[config.mk]
export PLATFORM = sky130hd
export DESIGN_NAME = olc_corr_top
export DESIGN_NICKNAME = d
export VERILOG_FILES = /design/src/rtl/olc_pkg.sv /design/src/rtl/olc_hist_reg.sv /design/src/rtl/olc_rot_word.sv /design/src/rtl/olc_score.sv /design/src/rtl/olc_sweep_ctrl.sv /design/src/rtl/olc_peak_track.sv /design/src/rtl/olc_corr_top.sv
export SDC_FILE = /design/constraint.sdc
export NUM_CORES = 1
export LEC_CHECK = 0
export ABC_AREA = 0
export BUFFER_PORTS_ARGS = -buffer_cell sky130_fd_sc_hd__buf_4
export CAP_MARGIN = 25
export CORE_MARGIN = 2
export CORE_UTILIZATION = 28
export DETAILED_ROUTE_END_ITERATION = 10
export PLACE_DENSITY = 0.44
export SYNTH_ARGS = -nofsm -noshare
export SYNTH_HDL_FRONTEND = slang
export SYNTH_SLANG_ARGS = --single-unit
export TNS_END_PERCENT = 50
[constraint.sdc]
create_clock -name clk -period 12.7 [get_ports clk]
set_input_delay 0.635 -clock clk [delete_from_list [all_inputs] [get_ports clk]]
set_output_delay 0.635 -clock clk [all_outputs]
set_load 0.02 [all_outputs]
[src/rtl/olc_pkg.sv]
package olc_pkg;
  typedef enum logic [0:0] {
    SW_IDLE  = 1'b0,
    SW_SWEEP = 1'b1
  } sweep_state_e;
endpackage

[src/rtl/olc_hist_reg.sv]
module olc_hist_reg #(
  parameter int N = 32
) (
  input  logic         clk,
  input  logic         rst_n,
  input  logic         shift_en,
  input  logic         din,
  output logic [N-1:0] q
);
  always_ff @(posedge clk) begin
    if (!rst_n) begin
      q <= '0;
    end else if (shift_en) begin
      q <= {q[N-2:0], din};
    end
  end
endmodule

[src/rtl/olc_rot_word.sv]
module olc_rot_word #(
  parameter int N = 32
) (
  input  logic         clk,
  input  logic         rst_n,
  input  logic         load,
  input  logic [N-1:0] load_val,
  input  logic         rot_en,
  output logic [N-1:0] q
);
  // One step toward higher bit positions; the top bit wraps to bit 0.
  function automatic logic [N-1:0] rot_up1(input logic [N-1:0] w);
    return {w[N-2:0], w[N-1]};
  endfunction

  always_ff @(posedge clk) begin
    if (!rst_n) begin
      q <= '0;
    end else if (load) begin
      q <= load_val;
    end else if (rot_en) begin
      q <= rot_up1(q);
    end
  end
endmodule

[src/rtl/olc_score.sv]
module olc_score #(
  parameter int N  = 32,
  parameter int SW = $clog2(N + 1)
) (
  input  logic [N-1:0]  a_word,
  input  logic [N-1:0]  b_word,
  output logic [SW-1:0] score
);
  function automatic int unsigned ones_in(input logic [N-1:0] v);
    int unsigned c;
    c = 0;
    for (int i = 0; i < N; i++) begin
      c = c + int'(v[i]);
    end
    return c;
  endfunction

  function automatic logic [SW-1:0] agree_score(input logic [N-1:0] x,
                                                input logic [N-1:0] y);
    int unsigned diff;
    diff = ones_in(x ^ y);
    return SW'(N - int'(diff));
  endfunction

  assign score = agree_score(a_word, b_word);
endmodule

[src/rtl/olc_sweep_ctrl.sv]
module olc_sweep_ctrl #(
  parameter int N  = 32,
  parameter int LW = (N > 1) ? $clog2(N) : 1
) (
  input  logic          clk,
  input  logic          rst_n,
  input  logic          start,
  output logic          step,
  output logic [LW-1:0] lag,
  output logic          done
);
  import olc_pkg::*;

  localparam logic [LW-1:0] LAST_LAG = LW'(N - 1);

  sweep_state_e st;
  logic [LW-1:0] cnt;

  assign step = (st == SW_SWEEP) && !start;
  assign lag  = cnt;

  always_ff @(posedge clk) begin
    if (!rst_n) begin
      st   <= SW_IDLE;
      cnt  <= '0;
      done <= 1'b0;
    end else begin
      done <= 1'b0;
      if (start) begin
        st  <= SW_SWEEP;
        cnt <= '0;
      end else if (st == SW_SWEEP) begin
        if (cnt == LAST_LAG) begin
          st   <= SW_IDLE;
          cnt  <= '0;
          done <= 1'b1;
        end else begin
          cnt <= cnt + 1'b1;
        end
      end
    end
  end
endmodule

[src/rtl/olc_peak_track.sv]
module olc_peak_track #(
  parameter int SW = 6,
  parameter int LW = 5
) (
  input  logic          clk,
  input  logic          rst_n,
  input  logic          clear,
  input  logic          en,
  input  logic [SW-1:0] score,
  input  logic [LW-1:0] lag,
  output logic          better,
  output logic [SW-1:0] peak,
  output logic [LW-1:0] best
);
  function automatic logic beats(input logic [SW-1:0] cand,
                                 input logic [SW-1:0] held);
    return cand > held;
  endfunction

  assign better = en && beats(score, peak);

  always_ff @(posedge clk) begin
    if (!rst_n) begin
      peak <= '0;
      best <= '0;
    end else if (clear) begin
      peak <= '0;
      best <= '0;
    end else if (better) begin
      peak <= score;
      best <= lag;
    end
  end
endmodule

[src/rtl/olc_corr_top.sv]
module olc_corr_top #(
  parameter int N  = 32,
  parameter int LW = (N > 1) ? $clog2(N) : 1,
  parameter int SW = $clog2(N + 1)
) (
  input  logic          clk,
  input  logic          rst_n,
  input  logic          smp_vld,
  input  logic          a_bit,
  input  logic          b_bit,
  output logic [LW-1:0] best_lag,
  output logic [SW-1:0] peak,
  output logic          done
);
  localparam int NCH = 2;

  logic [NCH-1:0]        ch_bit;
  logic [NCH-1:0][N-1:0] hist;
  logic [N-1:0]          b_after;
  logic [N-1:0]          b_work;
  logic [SW-1:0]         score;
  logic [LW-1:0]         lag_cnt;
  logic                  sweep_step;
  logic                  better;

  function automatic logic [N-1:0] push_in(input logic [N-1:0] h, input logic b);
    return {h[N-2:0], b};
  endfunction

  assign ch_bit = {b_bit, a_bit};

  for (genvar ch = 0; ch < NCH; ch++) begin : g_hist
    olc_hist_reg #(.N(N)) u_hist (
      .clk      (clk),
      .rst_n    (rst_n),
      .shift_en (smp_vld),
      .din      (ch_bit[ch]),
      .q        (hist[ch])
    );
  end

  assign b_after = push_in(hist[1], b_bit);

  olc_rot_word #(.N(N)) u_rot (
    .clk      (clk),
    .rst_n    (rst_n),
    .load     (smp_vld),
    .load_val (b_after),
    .rot_en   (sweep_step),
    .q        (b_work)
  );

  olc_score #(.N(N), .SW(SW)) u_score (
    .a_word (hist[0]),
    .b_word (b_work),
    .score  (score)
  );

  olc_sweep_ctrl #(.N(N), .LW(LW)) u_ctrl (
    .clk   (clk),
    .rst_n (rst_n),
    .start (smp_vld),
    .step  (sweep_step),
    .lag   (lag_cnt),
    .done  (done)
  );

  olc_peak_track #(.SW(SW), .LW(LW)) u_peak (
    .clk    (clk),
    .rst_n  (rst_n),
    .clear  (smp_vld),
    .en     (sweep_step),
    .score  (score),
    .lag    (lag_cnt),
    .better (better),
    .peak   (peak),
    .best   (best_lag)
  );
endmodule

; ---- After elaboration in Yosys (flattened, before gate mapping)
; Index checks and enable logic that the tools add are counted.
[totals]
regBits = 113
in_bits = 5
out_inout_bits = 12
wordCells = 59
[classes]
n_addsub = 33
order_cmp = 1
n_eq_ne = 1
mux = 7
n_bitwise = 3
n_reduce_logical = 6
[op_table]
columns = op, count
row1 = $add A6 B1 Y6, 30
row2 = $mux W32, 2
row3 = $xor A32 B32 Y32, 1
row4 = $gt A6 B6 Y1, 1
row5 = $sub A6 B6 Y6 const A, 1
row6 = $add A5 B1 Y5 const B, 1
row7 = $eq A5 B5 Y1 const B, 1
row8 = $mux W5, 1
row9 = $mux W1, 4
row10 = $reduce_or A3 Y1, 1
row11 = $add A1 B1 Y2, 1
row12 = $logic_and A1 B1 Y1, 2
row13 = $not A1 Y1, 2
row14 = $reduce_bool A2 Y1, 1
row15 = $reduce_or A2 Y1, 1
row16 = $logic_not A1 Y1, 1

; ---- Logic depth before layout (Yosys ltp)
; Gate-level depths: netlist of run 1.
[depth]
word_depth = 35
mapped_depth = 25
ltp_nobuf = 24

; ---- By module
; From an unflattened synthesis of run 1, not the netlist that was laid out.
[hier_totals]
hier_cells = 587
area_unflattened_um2 = 6567.5
[modules_own_cells]
columns = mod, instances, cells_each, area_per_inst_um2, seq_area_each_um2
row1 = olc_hist_reg, 2, 103, 1243.7, 640.6
row2 = olc_rot_word, 1, 141, 1778.0, 640.6
row3 = olc_score, 1, 140, 1357.6, 0.0
row4 = olc_peak_track, 1, 69, 618.1, 220.2
row5 = olc_sweep_ctrl, 1, 31, 326.6, 140.1

; ---- Least setup slack after synthesis of run 1
; Ideal clock, no wire load.
[synth_timing]
kind = register -> register
from = register u_rot.q[4]
to = register u_peak.best[0]
setup_ps = 72
t_arrival_ps = 6224
required_time_ps = 12628
slack_ps = 6404
stages_incl_launch_ff = 24
n_path_buf = 1
synth_period_minus_slack_ps = 6296
path_cell_list = dfxtp_1 xor2_1 fa_1 inv_1 ha_1 fa_1 inv_1 fa_1 inv_1 fa_1 fa_1 fa_1 inv_1 fa_1 inv_1 ha_1 fa_1 xor2_1 ha_1 nand4_1 o21bai_4 a31oi_4 buf_6 mux2i_1
[synth_between]
elab_chain_cells = 32
[synth_rtl]
columns = element, line_no
row1 = "start, declared", olc_rot_word.sv:9  ; output logic [N-1:0] q
row2 = "start signal, assigned", olc_rot_word.sv:20  ; q <= load_val;
row3 = "start signal, assigned", olc_rot_word.sv:22  ; q <= rot_up1(q);
row4 = $xor A32 B32 Y32, olc_score.sv:21  ; diff = ones_in(x ^ y);
row5 = $add A6 B1 Y6 (28 in series), olc_score.sv:13  ; c = c + int'(v[i]);
row6 = $sub A6 B6 Y6, olc_score.sv:22  ; return SW'(N - int'(diff));
row7 = named net score[4], olc_corr_top.sv:21  ; logic [SW-1:0] score;
row8 = $gt A6 B6 Y1, olc_peak_track.sv:17  ; return cand > held;
row9 = $logic_and A1 B1 Y1, olc_peak_track.sv:20  ; assign better = en && beats(score, peak);
row10 = "end signal, assigned", olc_peak_track.sv:31  ; best <= lag;
row11 = "end, declared", olc_peak_track.sv:13  ; output logic [LW-1:0] best
; The timed path passes the listed nets, and every way through them passes these cells.
; A chain may end at the register's enable or synchronous reset.

; ---- Worst setup path after layout of run 1
[layout_timing]
from = register u_rot.q[4]
to = register u_peak.peak[4]
[layout_between]
elab_chain_cells = 32
[layout_rtl]
columns = element, line_no
row1 = $xor A32 B32 Y32 *, olc_score.sv:21
row2 = $add A6 B1 Y6 * (28 in series), olc_score.sv:13
row3 = $sub A6 B6 Y6 *, olc_score.sv:22
row4 = named net score[4], olc_corr_top.sv:21
row5 = $gt A6 B6 Y1, olc_peak_track.sv:17
row6 = $logic_and A1 B1 Y1, olc_peak_track.sv:20
row7 = "end signal, assigned", olc_peak_track.sv:30  ; peak <= score;
row8 = "end, declared", olc_peak_track.sv:12  ; output logic [SW-1:0] peak,
; The timed path passes the listed nets; every way through them passes the cells marked *.

==> out/results.tsv, run 1 <==
metric	value	unit
clock_power_share	52.5	%
switchingPower	0.226	mW
whs_endpoint	u_peak.best[3]	
place_ws	5960	ps
start_util	28.7	%
pwr-share-seq	37.0	%
filler_cell_count	2186	
hpwl	7010	µm
ys_warn_count	0	
period_share	52.7	%
top_usage_layer	met2	
grt_pass1_vias	4024	
antenna_found_initial	0	
peakVddDrop	0.0000702	V
multi_input_area	3460	µm²
rsz0062_at_grt	false	
async_reset_ff_share	0	%
ios	17	
grt_overflow_total	0	
hold-worst-slack	460	ps
drc	0	
first_iter_violations	158	
synthCells	617	
synth_common_cells	113 x dfxtp_1, 76 x mux2i_1, 55 x nand2_1	
synth_area_leader_cell	dfxtp_1	
p_int	0.744	mW
cts_root_buffer	clkbuf_16	
setup_viol	0	
hold_depth	2	
seq_area	2260	µm²
vias_per_cell	4.23	
clkLatencyLatePin	410	ps
power_switching_share	23.3	%
slew_headroom	41.4	%
maxCapViolCount	0	
met3_usage	3.01	%
endpoint_kind	flop	
start_kind	flop	
clkSinkCount	113	
grt_use_total	10.4	%
cts_tree	built	
cts.path.max_buffers	2	
seq_area_frac_synth	37.2	%
synth_area	6070	µm²
power_frac_comb	10.5	%
drtPass1Iterations	4	
synth.most_common_cell	dfxtp_1	
reg2reg_depth	22	
rr_startpoint	u_rot.q[4]	
synth_top_area_share	37.2	%
finalSetupTns	0	ps
syn_to_final_growth	15.6	%
worst_pin_slew	880	ps
r2r-end	u_peak.peak[4]	
synth.distinct_cells	33	
drv_slew	0	
p_per_area	138	nW/µm²
io_buffers	16	
final_antenna_net_count	0	
worst-setup-path-type	reg -> reg	
fin_nets	690	
synth_ff_type	dfxtp_1	
dieArea	22900	µm²
reg2reg_slack	6010	ps
clk_pin_slew	50	ps
clock.fmax	149	MHz
cp.required	13040	ps
grt_pass1_wl	18800	µm
htreeDepth	4	
ctsResizeCount	0	
clock_skew	6.08	ps
syn_nets	685	
n_antenna_cell	0	
status	finished clean	
wl	10500	µm
cts_setup_buffers	0	
layoutNonFillerInstCount	910	
grt_max_degree	99	
min_from	u_peak.best[3]	
cts_buffers	17	
fin_ws	6010	ps
avgSynthCellArea	9.84	µm²
dp.cells	878	
ys_seq_elements	113	
cp.arrival	7030	ps
period_minus_slack	6690	ps
hold_violations	0	
p_leak	2.92	nW
rows	53	
coreArea	21200	µm²
hp-class	reg -> reg	
drive_above_1_share	8.50	%
dieWidth	151	µm
die_y	151	µm
routabilityCongestion	0.758	
use_met2	16.0	%
num_vias	3847	
ctsHoldBuffers	0	
synth_edf_count	0	
met1_usage	13.3	%
netlist_top_cells_area	dfxtp_1 37%, mux2i_1 13%, ha_1 8.0%	
wl_per_cell	11.6	µm
path_max_fanout	11	
-- layer usage --
layer  routed length, µm  share of wire (%)  up-vias
met2                4570                 43       33
met3                 295                2.8       14
met5                   0                  0        -
met4                 213                2.0        0
li1                    -                  -     2021
met1                5460                 52     1779
-- sequential cells by signal (all words and copies together) (netlist names) --
signal	flops
u_ctrl.done	1
u_rot.q	32
u_ctrl.lag	5
g_hist.u_hist.q	63
u_peak.best	5
u_ctrl.st	1
u_peak.peak	6
-- cell type report --
type	count	share of cell area [%]
flip-flops and latches	113	32.2
clock buffers	22	6.75
clock inverters	10	2.23
inverters	51	2.73
well taps	275	4.90
repair buffers	18	1.92
multi-input cells	421	49.2
-- cell usage in the layout (no fill, tap or decap), types with 2 or more instances in the layout --
cell	count
and3_1	4
clkbuf_16	17
buf_4	18
a21boi_1	31
fa_1	24
clkbuf_8	3
clkbuf_1	2
mux2i_1	76
nor2_1	6
o21ai_1	32
nand3_1	2
and2_1	32
inv_1	51
dfxtp_1	112
nand2_1	55
o21ai_0	3
xor2_1	17
ha_1	39
nor2b_1	36
clkinv_2	4
nand2b_1	32
bufinv_16	4
xnor2_1	16
a21oi_1	5
-- worst max-delay path, cell delays in order, from the launching register on --
cell and delay, ps:
dfxtp_1 330, xor2_1 180, fa_1 540, inv_1 40, ha_1 200, fa_1 500
inv_1 60, fa_1 410, inv_1 80, fa_1 440, fa_1 510, fa_1 540
inv_1 60, fa_1 520, inv_1 40, ha_1 210, fa_1 380, xor2_1 190
ha_1 300, nand4_1 130, o21bai_4 200, a31oi_4 490, mux2i_1 250
-- how the worst max path moves through the flow --
stage	cells after the start	end	start	slack, ps
finish	22	u_peak.peak[4]	u_rot.q[4]	6010
global route	22	u_peak.peak[4]	u_rot.q[4]	5660
CTS	22	u_peak.best[0]	u_rot.q[4]	5960
detailed placement	22	u_peak.best[0]	u_rot.q[4]	5960
global placement	22	u_peak.peak[5]	u_rot.q[4]	6100
floorplan	23	u_peak.best[0]	u_rot.q[4]	6400
-- kinds of logic (layout without fill, tap and decap cells) --
| logic type | Yosys count | in the layout | synth area share, % |
|---|---|---|---|
| mux | 77 | 77 | 12.7 |
| xor+xnor | 33 | 33 | 4.76 |
| fa+ha+maj | 63 | 63 | 15.9 |
| simple gates | 172 | 172 | 15.3 |
| buf+inv | 83 | 101 | 5.83 |
| compound gates | 76 | 76 | 8.16 |
| flops | 113 | 113 | 37.2 |
-- power groups by stage --
stage               sequential (mW)  combinational (mW)  clock (mW)
global route                  0.359               0.116       0.538
detailed placement            0.367               0.103           0
global placement              0.367              0.0994           0
finish                        0.359               0.102       0.509
floorplan                     0.367              0.0814           0
CTS                           0.359               0.104       0.523
-- metrics by stage --
stage	area, µm²	power, mW	util [%]
2_1_floorplan	6070	0.449	-
3_3_place_gp	6390	0.466	30.2
3_5_place_dp	6390	0.469	30.2
4_1_cts	7020	0.986	33.2
5_1_grt	7020	1.01	33.2
6_report	7020	0.970	33.2
Note: power is estimated with default switching activity, not from simulation.
==> run 2, diff against run 1 <==
--- a/config.mk
+++ b/config.mk
@@ -11,7 +11,7 @@
 export CORE_MARGIN = 2
 export CORE_UTILIZATION = 28
 export DETAILED_ROUTE_END_ITERATION = 10
-export PLACE_DENSITY = 0.44
+export PLACE_DENSITY = 0.46
 export SYNTH_ARGS = -nofsm -noshare
 export SYNTH_HDL_FRONTEND = slang
 export SYNTH_SLANG_ARGS = --single-unit
==> constraint.sdc (replaced) <==
create_clock -name clk -period 5.9 [get_ports clk]
set_input_delay 0.295 -clock clk [delete_from_list [all_inputs] [get_ports clk]]
set_output_delay 0.295 -clock clk [all_outputs]
set_load 0.02 [all_outputs]
==> run 2 against run 1 <==
Compared with the run above:
- the run now ends with negative setup slack left
- via count grew 3.5%
- global-route usage grew 0.22 points
- clock skew grew 3.5 ps
- clock power grew 110%
- count of clock-buffer cells in the layout shrank 5
- worst setup slack lost 6200 ps
- utilization grew 1.2 points
- hold slack lost 290 ps
- sequential share of layout area shrank 1.1 points
- die area is the same
- non-clock buffer count grew 24
==> out/results.tsv, run 2 (synthesis results as in run 1) <==
metric	value	unit	change
final_util	34.4	%	was 33.2%
clock_skew	9.59	ps	was 6.08 ps
maxCapViolCount	0		unchanged
grt_pass1_vias	4102		was 4024
status	finished, violations left		was finished clean
grt_max_degree	96		was 99
slew_headroom	44.5	%	was 41.4%
antenna_found_initial	0		unchanged
coreArea	21200	µm²	unchanged
fin_ws	-195	ps	was 6010 ps
drv_slew	0		unchanged
place_area	6630	µm²	was 6390 µm²
drtPass1Iterations	4		unchanged
stdcell_area	7280	µm²	was 7020 µm²
ctsResizeCount	0		unchanged
dieWidth	151	µm	unchanged
endpoint_kind	flop		unchanged
wl_per_cell	11.6	µm	about the same
crit_top_cell	fa_1		unchanged
reg_top3	g_hist.u_hist.q x63, u_rot.q x32, u_peak.peak x6		unchanged
grt_use_total	10.6	%	was 10.4%
cts_setup_buffers	0		unchanged
n_antenna_cell	0		unchanged
final_cell_mix	110 x dfxtp_1, 75 x mux2i_1, 55 x nand2_1, 45 x inv_1, 41 x buf_4		was 112 x dfxtp_1, 76 x mux2i_1, 55 x nand2_1, 51 x inv_1, 39 x ha_1
worst-setup-path-type	reg -> reg		unchanged
crit_chain	xor2_2 -> fa_2 -> inv_2 -> ha_4 -> fa_1 -> inv_1 -> fa_2 -> inv_2 -> fa_1 -> fa_1 -> fa_1 -> inv_1 -> fa_1 -> inv_2 -> ha_4 -> fa_2 -> xor2_2 -> ha_1 -> nand4_1 -> o21bai_4 -> a31oi_4 -> buf_12 -> mux2i_2		was xor2_1 -> fa_1 -> inv_1 -> ha_1 -> fa_1 -> inv_1 -> fa_1 -> inv_1 -> fa_1 -> fa_1 -> fa_1 -> inv_1 -> fa_1 -> inv_1 -> ha_1 -> fa_1 -> xor2_1 -> ha_1 -> nand4_1 -> o21bai_4 -> a31oi_4 -> mux2i_1
cts_tree	built		unchanged
path_max_fanout	11		unchanged
period_share	103	%	was 52.7%
ctsHoldBuffers	0		unchanged
cts_root_buffer	clkbuf_16		unchanged
p_per_area	287	nW/µm²	was 138 nW/µm²
rsz0062_at_grt	true		was false
wl	10800	µm	was 10500 µm
largest_reg_flops	63		unchanged
syn_to_final_growth	19.9	%	was 15.6%
hp-class	in -> reg		was reg -> reg
io_buffers	16		unchanged
grt_pass1_wl	19200	µm	was 18800 µm
hold_violations	0		unchanged
first_iter_violations	125		was 158
final_common_cell	dfxtp_1		unchanged
final_antenna_net_count	0		unchanged
drc	0		unchanged
start_util	28.7	%	unchanged
cp_slowest_stage_delay	570	ps	was 540 ps
clock.fmax	164	MHz	was 149 MHz
regMostFlops	g_hist.u_hist.q		unchanged
cts_buffers	17		unchanged
p_leak	3.02	nW	was 2.92 nW
cp_slowest_cell	fa_2		was fa_1
violations	negative setup slack		
ios	17		unchanged
critPathTopFamily	adder cells		unchanged
finalSetupTns	-1910	ps	was 0 ps
vias_per_cell	4.26		was 4.23
grt_overflow_total	0		unchanged
routabilityCongestion	0.788		was 0.758
peakVddDrop	0.000137	V	was 0.0000702 V
setup_viol	11		was 0
clkLatencyLatePin	410	ps	about the same
cp_num_buf_inv	6		was 5
cp.required	6240	ps	was 13040 ps
die_y	151	µm	unchanged
dieArea	22900	µm²	unchanged
cts.path.max_buffers	2		unchanged
clkSinkCount	113		unchanged
start_kind	flop		unchanged
num_vias	3981		was 3847
cp.arrival	6440	ps	was 7030 ps
drive_above_1_share	15.3	%	was 8.50%
htreeDepth	4		unchanged
hpwl	7520	µm	was 7010 µm
rows	53		unchanged
period_minus_slack	6100	ps	was 6690 ps
clk_pin_slew	60	ps	was 50 ps
fin_nets	714		was 690
worst_pin_slew	833	ps	was 880 ps
## run 2: tightest hold or removal path: cells and delay by family
family	cells	cell delay, ps
AOI/OAI and AO/OA	1	110
buffers and inverters	1	70
and+or+nand+nor	1	60
## run 2: worst paths after layout
kind | startpoint | end | slack [ps] | cells after the start
max | g_hist[0].u_hist.q[6] | u_peak.peak[1] | -200 | 23
min | b_bit | g_hist[1].u_hist.q[0] | 170 | 3
max reg2reg | g_hist[0].u_hist.q[6] | u_peak.peak[1] | -200 | 23
min reg2reg | u_peak.best[4] | u_peak.best[4] | 460 | 2
## run 2: report_power, final
part	total, mW	switching (mW)	internal [mW]
Sequential	0.777	0.00809	0.769
Clock	1.07	0.372	0.702
Combinational	0.241	0.128	0.113
## run 2: area by class of cell
cell class	count	area (µm²)
clock inverters	15	193
well taps	275	344
fillers	2127	13900
repair buffers	42	328
clock buffers	17	425
multi-input cells	421	3530
flip-flops and latches	113	2270
inverters	51	191
## run 2: through the flow
step | total power, mW | worst slack [ps] | std cells | hold slack (ps)
after CTS | 2.12 | -211 | 934 | 152
after global routing | 2.19 | -409 | 934 | 178
after detailed placement | 1.03 | -218 | 902 | 453
after floorplan | 0.974 | -9.20 | 617 | 446
final | 2.09 | -195 | 934 | 168
after global placement | 1.02 | -98.4 | 902 | 446
## run 2: per-layer routing
layer	GRT usage, %	wire length [µm]
met2	16.9	4900
met3	3.28	336
met4	4.49	183
met5	0	0
met1	13.1	5420
